<file path="config.mk">
export PLATFORM = sky130hd
export DESIGN_NAME = legacy_irq_ctrl
export DESIGN_NICKNAME = d
export VERILOG_FILES = /design/src/rtl/lirq_pkg.sv /design/src/rtl/lirq_decode.sv /design/src/rtl/lirq_mask_reg.sv /design/src/rtl/lirq_pending.sv /design/src/rtl/lirq_resp.sv /design/src/rtl/legacy_irq_ctrl.sv
export SDC_FILE = /design/constraint.sdc
export NUM_CORES = 1
export LEC_CHECK = 0
export ABC_AREA = 1
export BUFFER_PORTS_ARGS = -buffer_cell sky130_fd_sc_hd__buf_2
export CAP_MARGIN = 20
export CORE_UTILIZATION = 45
export CTS_CLUSTER_DIAMETER = 60
export DETAILED_ROUTE_END_ITERATION = 8
export HOLD_SLACK_MARGIN = 0.08
export PLACE_DENSITY = 0.78
export SYNTH_ARGS = -nofsm -noshare
export SYNTH_HDL_FRONTEND = slang
export SYNTH_SLANG_ARGS = --single-unit
export TNS_END_PERCENT = 100
</file>
<file path="constraint.sdc">
create_clock -name clk -period 2 [get_ports clk]
set_clock_uncertainty 0.05 [all_clocks]
set_input_delay 0.4 -clock clk [delete_from_list [all_inputs] [get_ports clk]]
set_output_delay 0.4 -clock clk [all_outputs]
set_load 0.02 [all_outputs]
</file>
<file path="src/rtl/lirq_pkg.sv">
package lirq_pkg;

  localparam int unsigned SRC_W     = 8;
  localparam int unsigned OFS_W     = 8;
  localparam int unsigned DATA_W    = 64;
  localparam int unsigned ACK_IDX_W = 4;

  localparam logic [7:0] OFS_PRI_STAT = 8'h20;
  localparam logic [7:0] OFS_PRI_MASK = 8'h21;
  localparam logic [7:0] OFS_SEC_STAT = 8'hA0;
  localparam logic [7:0] OFS_SEC_MASK = 8'hA1;

  typedef enum logic [1:0] {
    SZ_BYTE = 2'd0,
    SZ_HALF = 2'd1,
    SZ_WORD = 2'd2,
    SZ_DBL  = 2'd3
  } acc_size_e;

  typedef enum logic [1:0] {
    RD_ZERO  = 2'd0,
    RD_PEND  = 2'd1,
    RD_PMASK = 2'd2,
    RD_SMASK = 2'd3
  } rd_sel_e;

  typedef struct packed {
    logic    pmask_we;
    logic    smask_we;
    logic    ack_we;
    logic    err;
    rd_sel_e rd_sel;
  } acc_dec_t;

endpackage

</file>
<file path="src/rtl/lirq_decode.sv">
module lirq_decode
  import lirq_pkg::*;
#(
  parameter int unsigned OW = OFS_W
) (
  input  logic          valid,
  input  logic          write,
  input  logic [1:0]    size,
  input  logic [OW-1:0] offset,
  output acc_dec_t      dec
);

  logic hit_stat, hit_pmask, hit_smask;

  always_comb begin
    hit_stat  = (offset == OW'(OFS_PRI_STAT));
    hit_pmask = (offset == OW'(OFS_PRI_MASK));
    hit_smask = (offset == OW'(OFS_SEC_MASK));
  end

  always_comb begin
    dec        = '0;
    dec.rd_sel = RD_ZERO;
    if (valid) begin
      case (size)
        SZ_BYTE: begin
          if (write) begin
            dec.pmask_we = hit_pmask;
            dec.smask_we = hit_smask;
            dec.ack_we   = hit_stat;
          end else if (hit_stat) begin
            dec.rd_sel = RD_PEND;
          end else if (hit_pmask) begin
            dec.rd_sel = RD_PMASK;
          end else if (hit_smask) begin
            dec.rd_sel = RD_SMASK;
          end
        end
        SZ_DBL: begin
          if (!write && hit_stat) dec.rd_sel = RD_PEND;
          else                    dec.err    = 1'b1;
        end
        default: dec.err = 1'b1;
      endcase
    end
  end

endmodule

</file>
<file path="src/rtl/lirq_mask_reg.sv">
module lirq_mask_reg #(
  parameter int unsigned W       = 8,
  parameter logic [W-1:0] RST_VAL = '0
) (
  input  logic         clk,
  input  logic         rst_n,
  input  logic         we,
  input  logic [W-1:0] wdata,
  output logic [W-1:0] mask_q
);

  logic [W-1:0] mask_d;
  logic         mask_en;

  always_comb begin
    mask_en = we;
    mask_d  = wdata;
  end

  always_ff @(posedge clk or negedge rst_n) begin
    if (!rst_n)       mask_q <= RST_VAL;
    else if (mask_en) mask_q <= mask_d;
  end

endmodule

</file>
<file path="src/rtl/lirq_pending.sv">
module lirq_pending #(
  parameter int unsigned W  = 8,
  parameter int unsigned IW = 4
) (
  input  logic          clk,
  input  logic          rst_n,
  input  logic [W-1:0]  set_vec,
  input  logic [W-1:0]  clr_vec,
  input  logic          ack_we,
  input  logic [IW-1:0] ack_idx,
  output logic [W-1:0]  pend_q
);

  logic [W-1:0] ack_hit;
  logic [W-1:0] pend_d;
  logic         pend_en;

  for (genvar i = 0; i < W; i++) begin : g_ack
    assign ack_hit[i] = ack_we && (ack_idx == IW'(i));
  end

  always_comb begin
    pend_d  = ((pend_q | set_vec) & ~clr_vec) & ~ack_hit;
    pend_en = (|set_vec) | (|clr_vec) | ack_we;
  end

  always_ff @(posedge clk or negedge rst_n) begin
    if (!rst_n)       pend_q <= '0;
    else if (pend_en) pend_q <= pend_d;
  end

endmodule

</file>
<file path="src/rtl/lirq_resp.sv">
module lirq_resp
  import lirq_pkg::*;
#(
  parameter int unsigned W  = SRC_W,
  parameter int unsigned DW = DATA_W
) (
  input  logic          clk,
  input  logic          rst_n,
  input  logic          valid,
  input  logic          err,
  input  rd_sel_e       sel,
  input  logic [W-1:0]  pend,
  input  logic [W-1:0]  pmask,
  input  logic [W-1:0]  smask,
  output logic          ready_q,
  output logic          error_q,
  output logic [DW-1:0] rdata_q
);

  logic          ready_d, error_d;
  logic [DW-1:0] rdata_d;

  always_comb begin
    ready_d = valid;
    error_d = valid && err;
    rdata_d = '0;
    case (sel)
      RD_PEND:  rdata_d = DW'(pend);
      RD_PMASK: rdata_d = DW'(pmask);
      RD_SMASK: rdata_d = DW'(smask);
      default:  rdata_d = '0;
    endcase
  end

  always_ff @(posedge clk or negedge rst_n) begin
    if (!rst_n) begin
      ready_q <= 1'b0;
      error_q <= 1'b0;
      rdata_q <= '0;
    end else begin
      ready_q <= ready_d;
      error_q <= error_d;
      rdata_q <= rdata_d;
    end
  end

endmodule

</file>
<file path="src/rtl/legacy_irq_ctrl.sv">
module legacy_irq_ctrl
  import lirq_pkg::*;
#(
  parameter int unsigned W  = SRC_W,
  parameter int unsigned OW = OFS_W,
  parameter int unsigned DW = DATA_W,
  parameter int unsigned IW = ACK_IDX_W
) (
  input  logic          clk,
  input  logic          rst_n,
  input  logic          acc_valid,
  input  logic          acc_write,
  input  logic [1:0]    acc_size,
  input  logic [OW-1:0] acc_offset,
  input  logic [W-1:0]  acc_wdata,
  output logic          acc_ready,
  output logic          acc_error,
  output logic [DW-1:0] acc_rdata,
  input  logic [W-1:0]  dev_set_vec,
  input  logic [W-1:0]  dev_clr_vec,
  output logic          irq_out
);

  localparam logic [W-1:0] PMASK_RST = {W{1'b1}};

  acc_dec_t     dec;
  logic [W-1:0] pend_q;
  logic [W-1:0] pmask_q;
  logic [W-1:0] smask_q;
  logic [W-1:0] pri_en;

  lirq_decode #(.OW(OW)) u_dec (
    .valid  (acc_valid),
    .write  (acc_write),
    .size   (acc_size),
    .offset (acc_offset),
    .dec    (dec)
  );

  lirq_mask_reg #(.W(W), .RST_VAL(PMASK_RST)) u_pmask (
    .clk    (clk),
    .rst_n  (rst_n),
    .we     (dec.pmask_we),
    .wdata  (acc_wdata),
    .mask_q (pmask_q)
  );

  lirq_mask_reg #(.W(W), .RST_VAL('0)) u_smask (
    .clk    (clk),
    .rst_n  (rst_n),
    .we     (dec.smask_we),
    .wdata  (acc_wdata),
    .mask_q (smask_q)
  );

  lirq_pending #(.W(W), .IW(IW)) u_pend (
    .clk     (clk),
    .rst_n   (rst_n),
    .set_vec (dev_set_vec),
    .clr_vec (dev_clr_vec),
    .ack_we  (dec.ack_we),
    .ack_idx (acc_wdata[IW-1:0]),
    .pend_q  (pend_q)
  );

  lirq_resp #(.W(W), .DW(DW)) u_resp (
    .clk     (clk),
    .rst_n   (rst_n),
    .valid   (acc_valid),
    .err     (dec.err),
    .sel     (dec.rd_sel),
    .pend    (pend_q),
    .pmask   (pmask_q),
    .smask   (smask_q),
    .ready_q (acc_ready),
    .error_q (acc_error),
    .rdata_q (acc_rdata)
  );

  always_comb begin
    pri_en  = ~pmask_q;
    irq_out = |(pend_q & pri_en);
  end

endmodule

</file>
==> results of run 1 <==
worst paths after layout:
| kind | endpoint | slack, ns | cells past startpoint |
|---|---|---|---|
| setup / recovery | irq_out | 0.23 | 6 |
| hold / removal | u_resp.rdata_q[7] | 0.11 | 1 |
| setup reg to reg | u_resp.rdata_q[2] | 1.11 | 4 |
| hold reg to reg | u_pmask.mask_q[4] | 0.46 | 2 |
| max in group asynchronous | u_smask.mask_q[5] | 1.32 | 1 |
| min in group clk | u_resp.ready_q | 0.19 | 1 |
layout make-up:
type | count | area share
Sequential cell | 34 | 0.358
Clock buffer | 7 | 0.0359
Timing Repair Buffer | 52 | 0.112
Tap cell | 52 | 0.0270
Clock inverter | 1 | 0.0125
Multi-Input combinational cell | 203 | 0.399
Inverter | 36 | 0.0561
through the flow:
step	power (mW)	worst slack (ns)	cells	instance area (µm²)	hold WS [ns]
after floorplan	0.966	0.304	331	2380	0.0544
after global placement	0.952	0.146	377	2290	0.423
after detailed placement	0.958	0.0686	377	2290	0.433
after CTS	1.61	0.204	385	2410	0.138
after global routing	1.67	0.110	385	2410	0.159
final	1.59	0.227	385	2410	0.114
state kept, by name, indices dropped and copies added, names as in the netlist:
register and cells:
u_resp.error_q 1, u_resp.ready_q 1, u_pmask.mask_q 8, u_smask.mask_q 8, u_pend.pend_q 8, u_resp.rdata_q 8
cells in the final DEF (no fill, tap or decap), drive strengths merged:
cell type / instances
nand2: 63
conb: 56
buf: 52
inv: 36
nor2: 33
dfrtp: 26
o21ai: 17
nand3: 12
a211oi: 8
dfstp: 8
clkbuf: 7
a21oi: 5
o22ai: 3
nand4: 2
nor3: 2
ha: 2
bufinv: 1
power breakdown:
| part | internal, mW | switching [mW] | total (mW) |
|---|---|---|---|
| Combinational | 0.0544 | 0.171 | 0.225 |
| Clock | 0.406 | 0.238 | 0.644 |
| Sequential | 0.706 | 0.0146 | 0.720 |
cells in the mapped netlist (all sizes together):
cell type  instances  area (µm²)
a21oi              5        36.3
conb               1        3.75
inv               36         135
buf               56         420
nand2             63         269
nand3             12        60.1
o22ai              3        18.8
dfrtp             26         651
nor2              33         173
ha                 2        25.0
clkbuf             2        7.51
o21ai             17        85.1
nand4              2        12.5
a211oi             8        60.1
nor3               2        10.0
dfstp              8         210
cell families (layout without fill, tap and decap cells):
family / count (synthesis) / after routing / share of synthesized area
flip-flops: 34 / 34 / 0.395
buffers and inverters: 94 / 96 / 0.259
AO/OA/AOI/OAI: 33 / 33 / 0.0920
other: 1 / 56 / 0.00172
AND/OR/NAND/NOR: 112 / 112 / 0.241
adder cells (fa/ha/maj): 2 / 2 / 0.0115
metal layers:
layer  global-route usage  vias to the layer above  part of all wire
met5                    0                        -                 0
met3               0.0647                       10             0.083
met4               0.0763                        0             0.019
met1                0.222                      740              0.44
met2                0.284                       83              0.46
li1                     -                      855                 -
==> summary.txt, run 1 <==
largest net degree at the start of global routing = 35
vias in the first global route = 1548
worst hold path class = in2async
port bufs = 48
via count = 1688
share of cells above drive strength 1 = 0.267
drc violations = 0
IO Pins = 105
crit path DAT = 1.32 ns
critical-path maximum fanout = 3
Req. time, crit path = 1.55 ns
Setup TNS = 0 ns
synthesis-to-finish area growth = 10.6%
die width = 71.6 µm
Post-Syn Area = 2180 µm²
Final Cycle Share = 0.886
drt first pass iters = 4
Final HPWL DP = 3260 µm
diode count = 0
CTS tree = done
unrepaired setup endpoints after global routing = false
CP Class = reg2out
final core occ = 0.534
GRT Overall Usage = 0.179
CTS Buf Count = 5
Core Region = 4500 µm²
multi-input combinational cell area = 960 µm²
gp weighted congestion = 0.809
CTS sink cnt = 34
Die H = 71.6 µm
H-tree lvl count = 2
final hold vios = 0
Std-Cell Rows = 24
setup bufs post-CTS = 0
clk buf depth = 2
Max Cap Viol = 0
slowest library cell on the worst path = dfstp_2
Min Clock Period, post-route = 1.77 ns
Routed Antenna Nets = 0
Leak = 1.38 nW
startpoint type of the worst setup path = flop
initial antenna violation count = 0
clock-pin slew on the worst setup and hold paths = 0.07 ns
Final nets = 372
fmax = 564 MHz
Setup-failing EPs final = 0
VDD IR-drop max = 314 µV
Die Area = 5120 µm²
most used cell, CP = nand2_1
fillers = 450
Initial Util = 0.483
Post-CTS Resized = 0
sequential cell area = 861 µm²
hold_buf cts = 0
Mapped Cells = 276
Critical R2R Launch = u_pend.pend_q[2]
Setup crit end kind = output port
status = completed
drt first-iter violations = 65
PwrDens = 660 nW/µm²
post-synthesis sequential area ratio = 0.395
Worst-Margin Slew = 0.722 ns
post-synth cell types = 23
max incr delay on CP = 0.55 ns
Via density = 4.38
CP bufs+invs = 2
flops & latches, synth = 34
post-DR wirelength/cell = 10.4 µm
family with the most delay on the worst path = flip-flops
global-route wire length before repair = 6910 µm
Worst slew margin = 0.519
worst skew pair latency = 0.29 ns
root buffer cell = clkbuf_8
YS warnings = 0
Post-Route WL = 3990 µm
Syn Area/Cell = 7.89 µm²
max-slew violation count = 0
global route overflow = 0
worst setup path start = u_pmask.mask_q[7]
crit-path cells = inv_1 > nand2_1 > o21ai_0 > nor2_1 > nand2_1 > buf_2
Note: power is estimated with default switching activity, not from simulation.
==> run 2: changes to the inputs <==
Settings changed: PLACE_DENSITY 0.78 to 0.8.
==> run 2 against run 1 <==
Sequential share of layout area rose by 0.51 points. Worst setup slack better by 0.013 ns. Hold slack gained 0.016 ns. Power is 11% lower. Highest routed layer unchanged. Largest power group unchanged. Cell count is the same. Global-route usage shrank 0.84 points. Critical path depth stayed put. Clock power decreased by 26%. Routed wire length decreased by 2.1%. Utilization down 0.75 points.
==> summary.txt, run 2 (same netlist as run 1, synthesis figures left out) <==
startpoint type of the worst setup path = flop
CTS tree = done
Leak = 1.36 nW (-0.98%)
placed cells = 377 (unchanged)
global route overflow = 0 (unchanged)
final core occ = 0.527 (-0.00750)
commonest non-fill, non-tap cells in the layout = 56 x conb_1, 54 x nand2_1, 48 x buf_2
worst hold path class = in2async
Final nets = 372 (unchanged)
critical-path maximum fanout = 3 (unchanged)
Routed Antenna Nets = 0 (unchanged)
Max Cap Viol = 0 (unchanged)
commonest non-fill, non-tap cell in the layout = conb_1
max incr delay on CP = 0.55 ns (about the same)
H-tree lvl count = 2 (unchanged)
most used cell, CP = nand2_1
family with the most delay on the worst path = flip-flops
root buffer cell = clkbuf_8
crit-path cells = inv_1 > nand2_1 > o21ai_0 > nor2_1 > nand2_1 > buf_2
initial antenna violation count = 0 (unchanged)
Finished Layout Cells = 385 (unchanged)
crit path DAT = 1.31 ns (about the same)
Final HPWL DP = 3130 µm (-4.0%)
CTS sink cnt = 34 (unchanged)
drc violations = 0 (unchanged)
Min Clock Period, post-route = 1.76 ns (-0.0132 ns)
Setup crit end kind = output port
post-DR wirelength/cell = 10.1 µm (-2.1%)
fmax = 568 MHz (+0.75%)
share of cells above drive strength 1 = 0.267 (unchanged)
Post-Route WL = 3910 µm (-2.1%)
max-slew violation count = 0 (unchanged)
drt first pass iters = 4 (unchanged)
hold_buf cts = 0 (unchanged)
Final Cycle Share = 0.880 (-0.00661)
diode count = 0 (unchanged)
Std-Cell Rows = 24 (unchanged)
GRT Overall Usage = 0.171 (-0.00844)
status = completed
via count = 1696 (+0.47%)
Die H = 71.6 µm (unchanged)
CP bufs+invs = 2 (unchanged)
final setup margin = 0.240 ns (+0.0132 ns)
port bufs = 48 (unchanged)
pre-CTS setup slack = 0.0741 ns (+0.00550 ns)
IO Pins = 105 (unchanged)
synthesis-to-finish area growth = 9.02%
Req. time, crit path = 1.55 ns (about the same)
CTS Buf Count = 5 (unchanged)
final hold vios = 0 (unchanged)
die width = 71.6 µm (unchanged)
drt first-iter violations = 61 (-6.2%)
Setup-failing EPs final = 0 (unchanged)
Post-CTS Resized = 0 (unchanged)
worst skew pair latency = 0.28 ns (about the same)
Setup TNS = 0 ns (unchanged)
largest net degree at the start of global routing = 35 (unchanged)
global-route wire length before repair = 6730 µm (-2.7%)
Die Area = 5120 µm² (unchanged)
unrepaired setup endpoints after global routing = false
CP Class = reg2out
Worst slew margin = 0.505 (-0.0137)
Initial Util = 0.483 (unchanged)
Core Region = 4500 µm² (unchanged)
slowest library cell on the worst path = dfstp_2
WHS = 0.130 ns (+0.0165 ns)
VDD IR-drop max = 327 µV (+4.2%)
clock-pin slew on the worst setup and hold paths = 0.07 ns (about the same)
clk buf depth = 2 (unchanged)
Worst-Margin Slew = 0.743 ns (+0.0205 ns)
setup bufs post-CTS = 0 (unchanged)
gp weighted congestion = 0.812 (+0.27%)
PwrDens = 597 nW/µm² (-9.5%)
Via density = 4.41 (+0.47%)
vias in the first global route = 1519 (-1.9%)
==> run 2: changes by cell type in the layout (fill, tap and decap cells not counted), sizes merged <==
| cell | previous run | this run |
|---|---|---|
| clkinv | 0 | 2 |
| bufinv | 1 | 0 |
| clkbuf | 7 | 6 |
==> run 2: final cells by class <==
type | instances | area [µm²]
clock buffer | 6 | 72.6
clock inverter | 2 | 10.0
fill | 447 | 2130
inverter | 36 | 135
multi-input combinational | 203 | 960
sequential | 34 | 861
tap | 52 | 65.1
timing repair buffer | 52 | 270
==> run 2: worst paths after layout <==
path	from	end	slack, ns	cells past startpoint
worst max-delay path	u_pmask.mask_q[7]	irq_out	0.24	6
worst min-delay path	rst_n	u_smask.mask_q[1]	0.13	1
worst max register to register	u_pmask.mask_q[4]	u_resp.rdata_q[4]	1.10	4
worst min register to register	u_smask.mask_q[3]	u_smask.mask_q[3]	0.44	2
max in group asynchronous	rst_n	u_smask.mask_q[2]	1.30	1
min in group clk	acc_valid	u_resp.ready_q	0.21	1
==> run 2: per-layer routing <==
| metal | vias to the layer above | track usage | wire length, µm |
|---|---|---|---|
| met5 | - | 0 | 0 |
| met1 | 746 | 0.226 | 1730 |
| li1 | 855 | - | - |
| met4 | 0 | 0.0479 | 24 |
| met3 | 5 | 0.0577 | 329 |
| met2 | 90 | 0.268 | 1820 |
==> run 2: metrics by stage <==
stage | total power, mW | cell area [µm²]
after global routing | 1.51 | 2370
after floorplan | 0.966 | 2380
final | 1.42 | 2370
after global placement | 0.951 | 2290
after detailed placement | 0.956 | 2290
after CTS | 1.44 | 2370
==> run 2: report_power, final <==
| group | switching, mW | internal, mW | total, mW |
|---|---|---|---|
| clock network | 0.233 | 0.241 | 0.474 |
| logic | 0.170 | 0.0544 | 0.224 |
| registers | 0.0142 | 0.705 | 0.720 |
==> run 3: changes to the inputs <==
Settings changed: CTS_BUF_LIST from default to sky130_fd_sc_hd__clkbuf_8.
==> run 3 against run 2 <==
Sequential power about the same. Sequential share of layout area unchanged. Power decreased by 0.33%.
==> summary.txt, run 3 (same netlist as run 1, synthesis figures left out) <==
H-tree lvl count = 2 (unchanged)
Via density = 4.41 (unchanged)
worst skew pair latency = 0.28 ns (about the same)
Setup-failing EPs final = 0 (unchanged)
drt first pass iters = 4 (unchanged)
Final HPWL DP = 3130 µm (unchanged)
fillers = 447 (unchanged)
drt first-iter violations = 61 (unchanged)
Initial Util = 0.483 (unchanged)
port bufs = 48 (unchanged)
Critical R2R Launch = u_pmask.mask_q[4]
fmax = 568 MHz (unchanged)
die width = 71.6 µm (unchanged)
Setup crit end kind = output port
commonest non-fill, non-tap cell in the layout = conb_1
Routed Antenna Nets = 0 (unchanged)
PwrDens = 595 nW/µm² (-0.33%)
hold_buf cts = 0 (unchanged)
placed cells = 377 (unchanged)
CTS sink cnt = 34 (unchanged)
commonest non-fill, non-tap cells in the layout = 56 x conb_1, 54 x nand2_1, 48 x buf_2
Std-Cell Rows = 24 (unchanged)
synthesis-to-finish area growth = 9.02% (unchanged)
R2R Setup Slk = 1.10 ns (about the same)
via count = 1696 (unchanged)
Die Area = 5120 µm² (unchanged)
worst hold path class = in2async
Worst-Margin Slew = 0.743 ns (unchanged)
gp weighted congestion = 0.812 (unchanged)
Max Cap Viol = 0 (unchanged)
Final Cycle Share = 0.880 (unchanged)
Leak = 1.37 nW (+0.30%)
IO Pins = 105 (unchanged)
CTS tree = done
Setup TNS = 0 ns (unchanged)
global route overflow = 0 (unchanged)
clock-pin slew on the worst setup and hold paths = 0.07 ns (about the same)
R2R cell count = 4 (unchanged)
diode count = 0 (unchanged)
WHS = 0.130 ns (-0.000443 ns)
CP Class = reg2out
crit path DAT = 1.31 ns (about the same)
final hold vios = 0 (unchanged)
Post-Route WL = 3910 µm (unchanged)
drc violations = 0 (unchanged)
critical-path maximum fanout = 3 (unchanged)
startpoint type of the worst setup path = flop
clk buf depth = 2 (unchanged)
sequential cell area = 861 µm² (unchanged)
status = completed
multi-input combinational cell area = 960 µm² (unchanged)
largest net degree at the start of global routing = 35 (unchanged)
initial antenna violation count = 0 (unchanged)
Min Clock Period, post-route = 1.76 ns (unchanged)
post-DR wirelength/cell = 10.1 µm (unchanged)
Die H = 71.6 µm (unchanged)
share of cells above drive strength 1 = 0.267 (unchanged)
Req. time, crit path = 1.55 ns (about the same)
Worst slew margin = 0.505 (unchanged)
Reg2Reg Capture Point = u_resp.rdata_q[4]
GRT Overall Usage = 0.171 (unchanged)
VDD IR-drop max = 328 µV (+0.30%)
setup bufs post-CTS = 0 (unchanged)
Final nets = 372 (unchanged)
vias in the first global route = 1519 (unchanged)
root buffer cell = clkbuf_8
max-slew violation count = 0 (unchanged)
Post-CTS Resized = 0 (unchanged)
Core Region = 4500 µm² (unchanged)
global-route wire length before repair = 6730 µm (unchanged)
unrepaired setup endpoints after global routing = false
CTS Buf Count = 5 (unchanged)
Finished Layout Cells = 385 (unchanged)
final core occ = 0.527 (unchanged)
-- run 3: metrics by stage --
step           setup slack, ns  instance area [µm²]  power, mW
5_1_grt                 0.0858                 2370       1.50
3_5_place_dp            0.0741                 2290      0.956
3_3_place_gp             0.146                 2290      0.951
6_report                 0.240                 2370       1.41
2_1_floorplan            0.304                 2380      0.966
4_1_cts                  0.216                 2370       1.43
-- run 3: per-layer routing --
metal | GRT usage | share of wire | vias up
met3 | 0.0577 | 0.084 | 5
li1 | - | - | 855
met5 | 0 | 0 | -
met2 | 0.268 | 0.47 | 90
met1 | 0.226 | 0.44 | 746
met4 | 0.0479 | 0.0061 | 0
-- run 3: area by class of cell --
class                           instances  share of cell area
Multi-Input combinational cell        203               0.404
Sequential cell                        34               0.363
Timing Repair Buffer                   52               0.114
Inverter                               36              0.0569
Clock buffer                            5              0.0290
Tap cell                               52              0.0274
Clock inverter                          3             0.00580
-- run 3: where the power goes --
group | internal (mW) | switching (mW) | total [mW] | leakage (nW)
combinational | 0.0544 | 0.170 | 0.224 | 0.890
sequential | 0.705 | 0.0142 | 0.720 | 0.430
clock | 0.236 | 0.233 | 0.469 | 0.0491
-- run 3: critical path: stages (launching register included) --
cell and delay, ns:
dfstp_2 0.55, inv_1 0.04, nand2_1 0.05, o21ai_0 0.08, nor2_1 0.10, nand2_1 0.05
buf_2 0.15
-- run 3: how the worst max path moves through the flow --
stage	start	end	slack, ns	cells after the start
3_5_place_dp	acc_size[0]	u_resp.rdata_q[5]	0.07	10
3_3_place_gp	acc_size[0]	u_resp.rdata_q[2]	0.15	11
5_1_grt	u_pmask.mask_q[7]	irq_out	0.09	6
2_1_floorplan	acc_size[0]	u_resp.rdata_q[2]	0.30	10
6_report	u_pmask.mask_q[7]	irq_out	0.24	6
4_1_cts	u_pmask.mask_q[7]	irq_out	0.22	6
